==> src/rtl/chan_cfg_pkg.sv <==
package chan_cfg_pkg;

   typedef enum logic {
      BUF_DOUBLE = 1'b0,
      BUF_SINGLE = 1'b1
   } buf_mode_e;

   localparam logic RNG_X2    = 1'b1;
   localparam logic INH_RESET = 1'b0;
   localparam logic ACT_RESET = 1'b0;

endpackage

==> src/rtl/chan_cfg_sync.sv <==
module chan_cfg_sync #(
   parameter int STAGES = 2
) (
   input  logic clk,
   input  logic rst_n,
   input  logic d_i,
   output logic q_o
);

   generate
      if (STAGES == 0) begin : g_bypass
         assign q_o = d_i;
      end else begin : g_chain
         logic [STAGES-1:0] sh_q;
         always_ff @(posedge clk or negedge rst_n) begin
            if (!rst_n) sh_q <= '0;
            else        sh_q <= (sh_q << 1) | STAGES'(d_i);
         end
         assign q_o = sh_q[STAGES-1];
      end
   endgenerate

endmodule

==> src/rtl/chan_cfg_stage.sv <==
module chan_cfg_stage
   import chan_cfg_pkg::*;
#(
   parameter int NUM_CH = 4,
   parameter int CODE_W = 8,
   localparam int CH_W  = $clog2(NUM_CH)
) (
   input  logic                     clk,
   input  logic                     rst_n,
   input  logic                     wr_acc_i,
   input  logic                     wr_ctrl_i,
   input  logic [CH_W-1:0]          wr_ch_i,
   input  logic [CODE_W-1:0]        wr_code_i,
   input  logic [NUM_CH-1:0]        wr_rng_i,
   input  logic [NUM_CH-1:0]        wr_inh_i,
   input  logic                     wr_act_i,
   input  logic                     xfer_i,
   input  logic                     direct_i,
   output logic [NUM_CH*CODE_W-1:0] pend_codes_o,
   output logic [NUM_CH*CODE_W-1:0] live_codes_o,
   output logic [NUM_CH-1:0]        live_rng_o,
   output logic [NUM_CH-1:0]        live_inh_o,
   output logic                     live_act_o
);

   logic code_wr;
   logic ctrl_wr;

   assign code_wr = wr_acc_i & ~wr_ctrl_i;
   assign ctrl_wr = wr_acc_i &  wr_ctrl_i;

   generate
      for (genvar c = 0; c < NUM_CH; c++) begin : g_ch
         logic [CODE_W-1:0] pend_q;
         logic [CODE_W-1:0] live_q;
         logic              hit;

         assign hit = code_wr && (wr_ch_i == CH_W'(c));

         always_ff @(posedge clk or negedge rst_n) begin
            if (!rst_n) begin
               pend_q <= '0;
               live_q <= '0;
            end else begin
               if (hit) pend_q <= wr_code_i;
               if (xfer_i)              live_q <= pend_q;
               else if (direct_i && hit) live_q <= wr_code_i;
            end
         end

         assign pend_codes_o[c*CODE_W +: CODE_W] = pend_q;
         assign live_codes_o[c*CODE_W +: CODE_W] = live_q;
      end
   endgenerate

   logic [NUM_CH-1:0] pend_rng_q, pend_inh_q;
   logic              pend_act_q;

   always_ff @(posedge clk or negedge rst_n) begin
      if (!rst_n) begin
         pend_rng_q <= {NUM_CH{RNG_X2}};
         pend_inh_q <= {NUM_CH{INH_RESET}};
         pend_act_q <= ACT_RESET;
         live_rng_o <= {NUM_CH{RNG_X2}};
         live_inh_o <= {NUM_CH{INH_RESET}};
         live_act_o <= ACT_RESET;
      end else begin
         if (ctrl_wr) begin
            pend_rng_q <= wr_rng_i;
            pend_inh_q <= wr_inh_i;
            pend_act_q <= wr_act_i;
         end
         if (xfer_i) begin
            live_rng_o <= pend_rng_q;
            live_inh_o <= pend_inh_q;
            live_act_o <= pend_act_q;
         end else if (direct_i && ctrl_wr) begin
            live_rng_o <= wr_rng_i;
            live_inh_o <= wr_inh_i;
            live_act_o <= wr_act_i;
         end
      end
   end

endmodule

==> src/rtl/chan_cfg_power.sv <==
module chan_cfg_power #(
   parameter int NUM_CH = 4
) (
   input  logic [NUM_CH-1:0] inh_i,
   input  logic              act_i,
   input  logic              hw_i,
   output logic [NUM_CH-1:0] on_o
);

   logic grp_on;

   assign grp_on = act_i & hw_i;

   generate
      for (genvar c = 0; c < NUM_CH; c++) begin : g_on
         assign on_o[c] = inh_i[c] | grp_on;
      end
   endgenerate

endmodule

==> src/rtl/chan_cfg_bank.sv <==
module chan_cfg_bank
   import chan_cfg_pkg::*;
#(
   parameter int NUM_CH      = 4,
   parameter int CODE_W      = 8,
   parameter int SYNC_STAGES = 2,
   localparam int CH_W       = $clog2(NUM_CH),
   localparam int BUS_W      = NUM_CH * CODE_W
) (
   input  logic              clk,
   input  logic              rst_n,
   input  logic              wr_stb,
   input  logic              wr_is_ctrl,
   input  logic [CH_W-1:0]   wr_ch,
   input  logic [CODE_W-1:0] wr_code,
   input  logic              wr_mode,
   input  logic [NUM_CH-1:0] wr_rng,
   input  logic [NUM_CH-1:0] wr_inh,
   input  logic              wr_act,
   input  logic              en_lvl,
   input  logic              en_fall,
   input  logic              hw_act_pin,
   output logic [BUS_W-1:0]  code_o,
   output logic [NUM_CH-1:0] rng_o,
   output logic [NUM_CH-1:0] ch_on_o,
   output logic              mode_o
);

   generate
      if (NUM_CH < 2) begin : g_bad_ch
         $error("chan_cfg_bank: NUM_CH must be at least 2");
      end
      if (CODE_W < 1) begin : g_bad_w
         $error("chan_cfg_bank: CODE_W must be positive");
      end
      if (SYNC_STAGES < 0) begin : g_bad_sync
         $error("chan_cfg_bank: SYNC_STAGES must not be negative");
      end
   endgenerate

   buf_mode_e         mode_q;
   logic              wr_acc;
   logic              xfer;
   logic              hw_sync;
   logic [BUS_W-1:0]  pend_codes;
   logic [NUM_CH-1:0] live_inh;
   logic              live_act;

   assign wr_acc = wr_stb & en_lvl;
   assign xfer   = en_fall & (mode_q == BUF_DOUBLE);

   always_ff @(posedge clk or negedge rst_n) begin
      if (!rst_n)
         mode_q <= BUF_DOUBLE;
      else if (wr_acc && wr_is_ctrl && wr_mode)
         mode_q <= BUF_SINGLE;
   end

   assign mode_o = (mode_q == BUF_SINGLE);

   chan_cfg_sync #(.STAGES(SYNC_STAGES)) u_sync (
      .clk   (clk),
      .rst_n (rst_n),
      .d_i   (hw_act_pin),
      .q_o   (hw_sync)
   );

   chan_cfg_stage #(.NUM_CH(NUM_CH), .CODE_W(CODE_W)) u_stage (
      .clk          (clk),
      .rst_n        (rst_n),
      .wr_acc_i     (wr_acc),
      .wr_ctrl_i    (wr_is_ctrl),
      .wr_ch_i      (wr_ch),
      .wr_code_i    (wr_code),
      .wr_rng_i     (wr_rng),
      .wr_inh_i     (wr_inh),
      .wr_act_i     (wr_act),
      .xfer_i       (xfer),
      .direct_i     (mode_q == BUF_SINGLE),
      .pend_codes_o (pend_codes),
      .live_codes_o (code_o),
      .live_rng_o   (rng_o),
      .live_inh_o   (live_inh),
      .live_act_o   (live_act)
   );

   chan_cfg_power #(.NUM_CH(NUM_CH)) u_power (
      .inh_i (live_inh),
      .act_i (live_act),
      .hw_i  (hw_sync),
      .on_o  (ch_on_o)
   );

endmodule

==> config.mk <==
export PLATFORM = sky130hd
export DESIGN_NAME = chan_cfg_bank
export DESIGN_NICKNAME = d
export VERILOG_FILES = /design/src/rtl/chan_cfg_pkg.sv /design/src/rtl/chan_cfg_sync.sv /design/src/rtl/chan_cfg_stage.sv /design/src/rtl/chan_cfg_power.sv /design/src/rtl/chan_cfg_bank.sv
export SDC_FILE = /design/constraint.sdc
export NUM_CORES = 1
export LEC_CHECK = 0
export ABC_AREA = 1
export BUFFER_PORTS_ARGS = -buffer_cell sky130_fd_sc_hd__buf_2
export CORE_ASPECT_RATIO = 0.7
export CORE_MARGIN = 2
export CORE_UTILIZATION = 50
export CTS_CLUSTER_SIZE = 8
export DETAILED_ROUTE_END_ITERATION = 12
export PLACE_DENSITY_LB_ADDON = 0.2
export SLEW_MARGIN = 20
export SYNTH_ARGS = -nofsm -noshare
export SYNTH_HDL_FRONTEND = slang
export SYNTH_SLANG_ARGS = --single-unit
==> constraint.sdc <==
create_clock -name clk -period 1.65 [get_ports clk]
set_input_delay 0.33 -clock clk [delete_from_list [all_inputs] [get_ports clk]]
set_output_delay 0.33 -clock clk [all_outputs]
set_load 0.005 [all_outputs]
==> impl_metrics.tcl, run 1 <==
set metrics [dict create \
    outcome "complete, no violations" \
    synthCells 451 \
    vias 3223 \
    highest_layer "met4" \
    htreeDepth 3 \
    antenna_found_initial 0 \
    wl_um 9820 \
    synth_seq_cells 85 \
    drv_cap 0 \
    rsz0062_at_grt "no" \
    setup_viol 0 \
    firstDrtPassIters 5 \
    clkSlewWorstSetupHoldPaths_ns 0.06 \
    antenna_left 0 \
    fill_cells 706 \
    power.leakage_nw 2.50 \
    skew_ns 0.00457 \
    hold_slack_ns 0.0965 \
    drive_gt1_frac 0.242 \
    cp_slowest_cell "dfrtp_1" \
    power.density_nw_per_um2 1180 \
    grt_max_degree 55 \
    min_period_ns 1.48 \
    endpoint "mode_o" \
    cp_data_arrival_time_ns 1.15 \
    insertion_delay_ns 0.34 \
    syn_nets 478 \
    holdCritPathClass "in -> reg" \
    maxSlewHeadroom 0.705 \
    die-width_um 111 \
    max_stage_delay_ns 0.44 \
    die_h_um 78.6 \
    final_cell_mix "nand2_1 (162), dfrtp_1 (77), buf_2 (66), nand3_1 (65), inv_1 (30)" \
    path_cells "buf_4 > buf_2" \
    root_buffer "clkbuf_16" \
    clk_path_buf_depth 2 \
    rrSetupSlack_ns 0.22 \
    postCtsSetupBuffers 0 \
    setup_tns_ns 0 \
    dpl.hpwl_um 6970 \
    grtUsageTotal 0.242 \
    start_util 0.510 \
    ys_types 23 \
    wl_per_cell_um 15.8 \
    hold_violations 0 \
    drc 0 \
    ir_drop_v 0.000822 \
    syn_area_per_cell_um2 8.82 \
    wl_met2_um 3820 \
    viasPerCell 5.18 \
    fin_crit_sh 0.894 \
    start_kind "flip-flop" \
    startpoint "mode_o$_DFFE_PN0P_" \
    crit_path_end_kind "output port" \
    syn2layout_area_growth_pct 16.3 \
    ys_seq_area_frac 0.537 \
    antenna_cells 0 \
    die-area_um2 8700 \
    critPathRequiredTime_ns 1.32 \
    grt.overflow.total 0 \
    cts_resized 0 \
    max_freq_ghz 0.678 \
    syn_area_um2 3980 \
    holdPathStages 1 \
    r2r-end "u_stage.g_ch[2].live_q[2]$_DFFE_PN0P_" \
    first_global_vias 2971 \
    routabilityCongestion 0.870 \
    r2r_cells 6 \
    cts_hold_buf 1 \
    port_buffers 67 \
    cts_tree "yes" \
    rows 27 \
    numCtsBuffers 9 \
    worst_slew_pin_slew_ns 0.441 \
    drt_iter0_drc 265 \
    layout_commonest_cell "nand2_1" \
    met3WireLength_um 862 \
    nNetsFinal 543 \
    boundaryPins 68 \
    m1WireLength_um 5010 \
    cts_num_sinks 85 \
    core_region_area_um2 7800 \
    critPathMaxFanout 5 \
    timing.rr.start "mode_o$_DFFE_PN0P_" \
    grt_pass1_wl_um 16100 \
    drv_slew 0 \
    crit_type "reg -> out" \
    yosysWarningCount 0 \
]
## per-stage QoR
step	worst slack, ns	cells	power [mW]	utilization	area (um2)
2_1_floorplan	0.417	451	3.20	-	3980
3_3_place_gp	0.241	605	3.60	0.557	4350
3_5_place_dp	0.232	605	3.64	0.557	4350
4_1_cts	0.153	622	5.52	0.593	4630
5_1_grt	0.121	622	5.78	0.593	4630
6_report	0.175	622	5.47	0.593	4630
## layout make-up
cell class | count | area (um2) | area share
inverters | 31 | 124 | 0.0268
multi-input cells | 314 | 1560 | 0.336
clock inverters | 1 | 5.00 | 0.00108
clock buffers | 15 | 268 | 0.0579
well taps | 101 | 126 | 0.0273
flip-flops and latches | 85 | 2140 | 0.462
repair buffers | 75 | 413 | 0.0892
## Yosys cell counts (all sizes together)
library cell  number  area (um2)
clkbuf             6        42.5
a21oi              8        40.0
dfstp              8         210
dfrtp             77        1930
nand3             70         405
nand2            172         724
inv               31         124
o21ai             52         324
nor2              12        61.3
buf               15         121
## how the worst min path moves through the flow
stage / startpoint / slack (ns) / to
floorplan: rst_n / 0.03 / mode_o$_DFFE_PN0P_
global placement: rst_n / 0.23 / u_stage.live_inh_o[3]$_DFFE_PN0P_
detailed placement: rst_n / 0.23 / u_stage.live_inh_o[3]$_DFFE_PN0P_
CTS: hw_act_pin / 0.09 / u_sync.g_chain.sh_q[0]$_DFF_PN0_
global route: hw_act_pin / 0.09 / u_sync.g_chain.sh_q[0]$_DFF_PN0_
finish: hw_act_pin / 0.1 / u_sync.g_chain.sh_q[0]$_DFF_PN0_
## registers in the layout (all words and copies together) (netlist names)
signal / count
u_stage.live_act_o: 1
u_stage.live_rng_o: 4
u_stage.pend_rng_q: 4
u_stage.pend_act_q: 1
u_sync.g_chain.sh_q: 2
u_stage.g_ch.pend_q: 32
u_stage.live_inh_o: 4
u_stage.g_ch.live_q: 32
mode_o: 1
u_stage.pend_inh_q: 4
## critical path, delay by kind of cell, from the launching register on
kind	cells	cell delay, ns
DFF	1	0.44
buffers and inverters	2	0.37
## routing by layer
metal	up-vias	GRT usage
li1	1582	-
met1	1503	0.372
met2	128	0.313
met3	10	0.0942
met4	0	0.0638
met5	-	0
## cell families (layout without fill, tap and decap cells)
kind of cell           Yosys count  count (layout)  share of synthesized area
buffers and inverters           52             122                     0.0723
and+or+nand+nor                254             254                      0.299
DFF                             85              85                      0.537
AOI/OAI and AO/OA               60              60                     0.0915
## power breakdown
group	internal, mW	total [mW]	switching [mW]
clock network	1.10	1.86	0.761
registers	2.50	2.73	0.222
logic	0.390	0.880	0.489
Note: power is estimated with default switching activity, not from simulation.
==> run 2, diff against run 1 <==
Clock period 1.65 ns to 1.3 ns, I/O delays scaled along.
==> run 2 against run 1 <==
Via count up 2.5%. Cell area up 7.7%. Critical path depth unchanged. Non-clock buffer count up 9. Die area unchanged. Critical endpoint unchanged. Clock power rose by 38%. Cell count grew 1.8%. Highest routed layer unchanged.
==> impl_metrics.tcl, run 2 (synthesis results as in run 1) <==
set metrics [dict create \
    grt_pass1_wl_um 15800 \
    final_cells 633 \
    firstDrtPassIters 4 \
    drc 0 \
    clk_path_buf_depth 2 \
    place_area_um2 4410 \
    drive_gt1_frac 0.288 \
    placed_cells 610 \
    holdCritPathClass "in -> reg" \
    skew_ns 0.00350 \
    crit_path_end_kind "output port" \
    cts_num_sinks 85 \
    drv_cap 0 \
    cts_tree "yes" \
    rsz0062_at_grt "yes" \
    nNetsFinal 555 \
    vias 3305 \
    design_area_um2 4980 \
    viasPerCell 5.22 \
    htreeDepth 3 \
    grt_max_degree 47 \
    critPathRequiredTime_ns 1.04 \
    dpl.hpwl_um 6820 \
    hold_violations 0 \
    start_kind "flip-flop" \
    highest_layer "met4" \
    crit_top_cell "buf_6" \
    root_buffer "clkbuf_16" \
    fill_cells 654 \
    hold_slack_ns 0.0300 \
    met3WireLength_um 734 \
    min_period_ns 1.29 \
    final_cell_mix "nand2_1 (151), dfrtp_1 (76), nand3_1 (65), buf_2 (65), inv_1 (30)" \
    ir_drop_v 0.000692 \
    power.leakage_nw 2.63 \
    cp_slowest_cell "dfrtp_2" \
    layout_commonest_cell "nand2_1" \
    port_buffers 67 \
    die-area_um2 8700 \
    first_global_vias 3090 \
    path_cells "buf_6 > buf_6" \
    wl_um 9970 \
    m1WireLength_um 4700 \
    max_freq_ghz 0.773 \
    antenna_found_initial 0 \
    setup_viol 0 \
    wl_per_cell_um 15.7 \
    multi_input_area_um2 1670 \
    die_h_um 78.6 \
    drt_iter0_drc 216 \
    die-width_um 111 \
    outcome "complete, no violations" \
    maxSlewHeadroom 0.756 \
    critPathMaxFanout 5 \
    power.density_nw_per_um2 1440 \
    start_util 0.510 \
    core_region_area_um2 7800 \
    clkSlewWorstSetupHoldPaths_ns 0.06 \
    rows 27 \
    drv_slew 0 \
    critPathTopFamily "flip-flops" \
    antenna_left 0 \
    crit_type "reg -> out" \
    reg.largest.list "u_stage.g_ch.live_q x32, u_stage.g_ch.pend_q x32" \
    antenna_cells 0 \
    cp_data_arrival_time_ns 1.03 \
    worst_slew_pin_slew_ns 0.365 \
    grt.overflow.total 0 \
    syn2layout_area_growth_pct 25.2 \
    numCtsBuffers 9 \
    routabilityCongestion 0.848 \
    critPathBufInv 2 \
    wl_met2_um 4470 \
    max_stage_delay_ns 0.43 \
    register_area_um2 2140 \
    insertion_delay_ns 0.33 \
    boundaryPins 68 \
    grtUsageTotal 0.230 \
    fin_crit_sh 0.995 \
]
-- run 2: cell types whose count changed in the layout (fill, tap and decap cells not counted), sizes merged --
| cell | change |
|---|---|
| bufinv | +1 |
| inv | -1 |
| buf | +6 |
| clkinv | +2 |
| clkinvlp | +1 |
| clkbuf | -1 |
| nand2 | +2 |
| o21ai | +1 |
-- run 2: metrics by stage --
stage	util	power (mW)	worst slack (ns)	setup TNS (ns)
2_1_floorplan	-	4.06	0.0674	0
3_3_place_gp	0.565	4.56	0.0420	0
3_5_place_dp	0.565	4.62	0.0236	0
4_1_cts	0.609	7.19	-0.0262	-0.101
5_1_grt	0.638	7.57	-0.0186	-0.112
6_report	0.638	7.18	0.00696	0
-- run 2: layer usage --
layer,track usage,vias to the layer above
met4,0.0525,0
met2,0.342,99
met3,0.0525,9
met1,0.346,1585
met5,0,-
li1,-,1612
-- run 2: worst reg2reg max path: cells and delay by family (launching register included) --
family	cells	cell delay (ns)
and+or+nand+nor	5	0.52
DFF	1	0.43
buffers and inverters	2	0.23
-- run 2: path summary, 6_finish.rpt --
path	cells after the start	slack (ns)	start	to
setup / recovery	2	0.007	mode_o$_DFFE_PN0P_	mode_o
hold / removal	1	0.03	hw_act_pin	u_sync.g_chain.sh_q[0]$_DFF_PN0_
setup reg to reg	7	0.007	mode_o$_DFFE_PN0P_	u_stage.g_ch[3].live_q[1]$_DFFE_PN0P_
hold reg to reg	0	0.35	u_sync.g_chain.sh_q[0]$_DFF_PN0_	u_sync.g_chain.sh_q[1]$_DFF_PN0_
max in group asynchronous	3	0.52	rst_n	u_stage.g_ch[2].pend_q[4]$_DFFE_PN0P_
min in group asynchronous	2	0.30	rst_n	u_stage.live_inh_o[3]$_DFFE_PN0P_
-- run 2: cell type report --
| class | count | share of cell area |
|---|---|---|
| sequential | 85 | 0.429 |
| multi-input combinational | 317 | 0.335 |
| timing repair buffer | 84 | 0.122 |
| clock buffer | 11 | 0.0507 |
| inverter | 31 | 0.0286 |
| tap | 101 | 0.0254 |
| clock inverter | 4 | 0.00954 |
-- run 2: repair_timing --
item | CTS | global route
pin swaps | 0 | 1
endpoints found under the setup margin | 1 | 46
hold buffers | 1 | 0
endpoints found under the hold margin | 8 | 0
gates resized for setup | 5 | 31
buffers inserted | 1 | 0
cloned | 0 | 6
-- run 2: power by group --
part	switching, mW	internal, mW
Sequential	0.271	3.18
Clock	0.994	1.57
Combinational	0.644	0.516
Total	1.91	5.27
==> run 3, diff against run 2 <==
==> constraint.sdc (replaced) <==
create_clock -name clk -period 1.3 [get_ports clk]
set_input_delay 0.13 -clock clk [delete_from_list [all_inputs] [get_ports clk]]
set_output_delay 0.13 -clock clk [all_outputs]
set_load 0.005 [all_outputs]
==> run 3 against run 2 <==
Core utilization shrank 3.9 points. Clock power shrank 9.3%. Via count shrank 1.5%. Register-to-register slack gained 0.09 ns. Clock-buffer cell count shrank 1. Total power shrank 3.6%. Critical path depth is the same. Sequential share of layout area grew 2.8 points. Largest cell class unchanged.
==> impl_metrics.tcl, run 3 (synthesis results as in run 1) <==
set metrics [dict create \
    outcome "complete, no violations" \
    die-area_um2 8700 \
    port_buffers 67 \
    viasPerCell 5.20 \
    rows 27 \
    endpoint "mode_o" \
    layout_commonest_cell "nand2_1" \
    first_global_vias 3014 \
    cts_tree "yes" \
    rsz0062_at_grt "no" \
    drv_cap 0 \
    holdCritPathClass "in -> reg" \
    antenna_cells 0 \
    insertion_delay_ns 0.34 \
    start_util 0.510 \
    fin_crit_sh 0.945 \
    setup_viol 0 \
    boundaryPins 68 \
    seqPwrFrac 0.500 \
    drive_gt1_frac 0.255 \
    grt.overflow.total 0 \
    critPathMaxFanout 5 \
    swShare 0.277 \
    p_comb_frac 0.162 \
    p_total_mw 6.91 \
    start_kind "flip-flop" \
    max_stage_delay_ns 0.44 \
    die-width_um 111 \
    power.internal_mw 5.00 \
    root_buffer "clkbuf_16" \
    final_cell_mix "nand2_1 (162), dfrtp_1 (76), buf_2 (66), nand3_1 (65), inv_1 (30)" \
    hold_violations 0 \
    wl_um 9790 \
    path_cells "buf_4 > buf_2" \
    power.switching_mw 1.92 \
    worst_slew_pin_slew_ns 0.447 \
    antenna_left 0 \
    htreeDepth 3 \
    min_period_ns 1.23 \
    routabilityCongestion 0.866 \
    max_freq_ghz 0.814 \
    die_h_um 78.6 \
    cts_num_sinks 85 \
    maxSlewHeadroom 0.701 \
    cp_data_arrival_time_ns 1.10 \
    antenna_found_initial 0 \
    power.leakage_nw 2.53 \
    reg.largest.list "u_stage.g_ch.live_q x32, u_stage.g_ch.pend_q x32" \
    r2r-end "u_stage.g_ch[3].live_q[2]$_DFFE_PN0P_" \
    critPathRequiredTime_ns 1.17 \
    numCtsBuffers 9 \
    crit_type "reg -> out" \
    dpl.hpwl_um 6920 \
    rrSetupSlack_ns 0.10 \
    timing.rr.start "mode_o$_DFFE_PN0P_" \
    wl_per_cell_um 15.6 \
    crit_path_end_kind "output port" \
    p_clk_frac 0.337 \
    drc 0 \
    grt_pass1_wl_um 15800 \
    grtUsageTotal 0.239 \
    setup_tns_ns 0 \
    vias 3257 \
    hold_start "wr_mode" \
    drv_slew 0 \
    skew_ns 0.00698 \
    syn2layout_area_growth_pct 17.6 \
    core_region_area_um2 7800 \
    nNetsFinal 548 \
    power.density_nw_per_um2 1480 \
    fill_cells 691 \
    ir_drop_v 0.000915 \
    cp_slowest_cell "dfrtp_2" \
    grt_max_degree 41 \
    r2r_cells 6 \
    drt_iter0_drc 266 \
    startpoint "mode_o$_DFFE_PN0P_" \
    clkSlewWorstSetupHoldPaths_ns 0.05 \
    clk_path_buf_depth 2 \
    hold_slack_ns 0.0301 \
    firstDrtPassIters 4 \
]
==> run 3: changes by cell type in the layout (fill, tap and decap cells not counted), moves of 2 or more <==
cell / change
nand2_1: +11
nand2_2: -9
nand2_8: -4
o21ai_0: +4
o21ai_1: -4
buf_12: -3
buf_4: +3
clkbuf_16: -3
buf_6: -2
buf_8: -2
clkinv_2: +2
==> run 3: what timing repair did <==
action | 4_1_cts | 5_1_grt
hold buffers | 2 | 0
endpoints found under the hold margin | 18 | 0
endpoints found under the setup margin | 0 | 35
setup buffers | 0 | 0
resized for setup | 0 | 1
==> run 3: power groups by stage <==
stage	clock network, mW	logic (mW)	registers, mW
2_1_floorplan	0	0.615	3.45
3_3_place_gp	0	1.10	3.48
3_5_place_dp	0	1.12	3.49
4_1_cts	2.37	1.13	3.45
5_1_grt	2.50	1.29	3.51
6_report	2.33	1.12	3.46
==> run 3: cell type report <==
cell class,instances,area (um2),area share
flip-flops and latches,85,2140,0.457
repair buffers,79,458,0.0979
clock buffers,10,239,0.0511
well taps,101,126,0.0270
multi-input cells,315,1570,0.335
inverters,31,124,0.0265
clock inverters,5,27.5,0.00588
==> run 3: worst max-delay path, delay by kind of cell (launching register included) <==
| kind | cells | cell delay (ns) |
|---|---|---|
| buf+inv | 2 | 0.32 |
| flops | 1 | 0.44 |
==> run 3: through the flow <==
step / instances / util / setup WS, ns / instance area, um2
detailed placement: 608 / 0.561 / 0.0306 / 4380
CTS: 625 / 0.598 / 0.0227 / 4670
global placement: 608 / 0.561 / 0.0574 / 4380
floorplan: 451 / - / 0.0674 / 3980
finish: 626 / 0.600 / 0.0716 / 4680
global route: 626 / 0.600 / 0.00576 / 4680
==> run 3: per-layer routing <==
layer	GRT usage	part of all wire
met1	0.365	0.50
met2	0.320	0.41
met3	0.0757	0.085
met4	0.0775	0.0095
met5	0	0
==> run 3: worst min path at each step <==
stage	end	slack, ns	cells past startpoint
3_3_place_gp	u_stage.live_inh_o[3]$_DFFE_PN0P_	0.08	1
2_1_floorplan	mode_o$_DFFE_PN0P_	-0.17	0
3_5_place_dp	u_stage.live_inh_o[3]$_DFFE_PN0P_	0.08	1
5_1_grt	mode_o$_DFFE_PN0P_	0.03	3
6_report	mode_o$_DFFE_PN0P_	0.03	3
4_1_cts	u_stage.pend_rng_q[3]$_DFFE_PN1P_	0.03	3
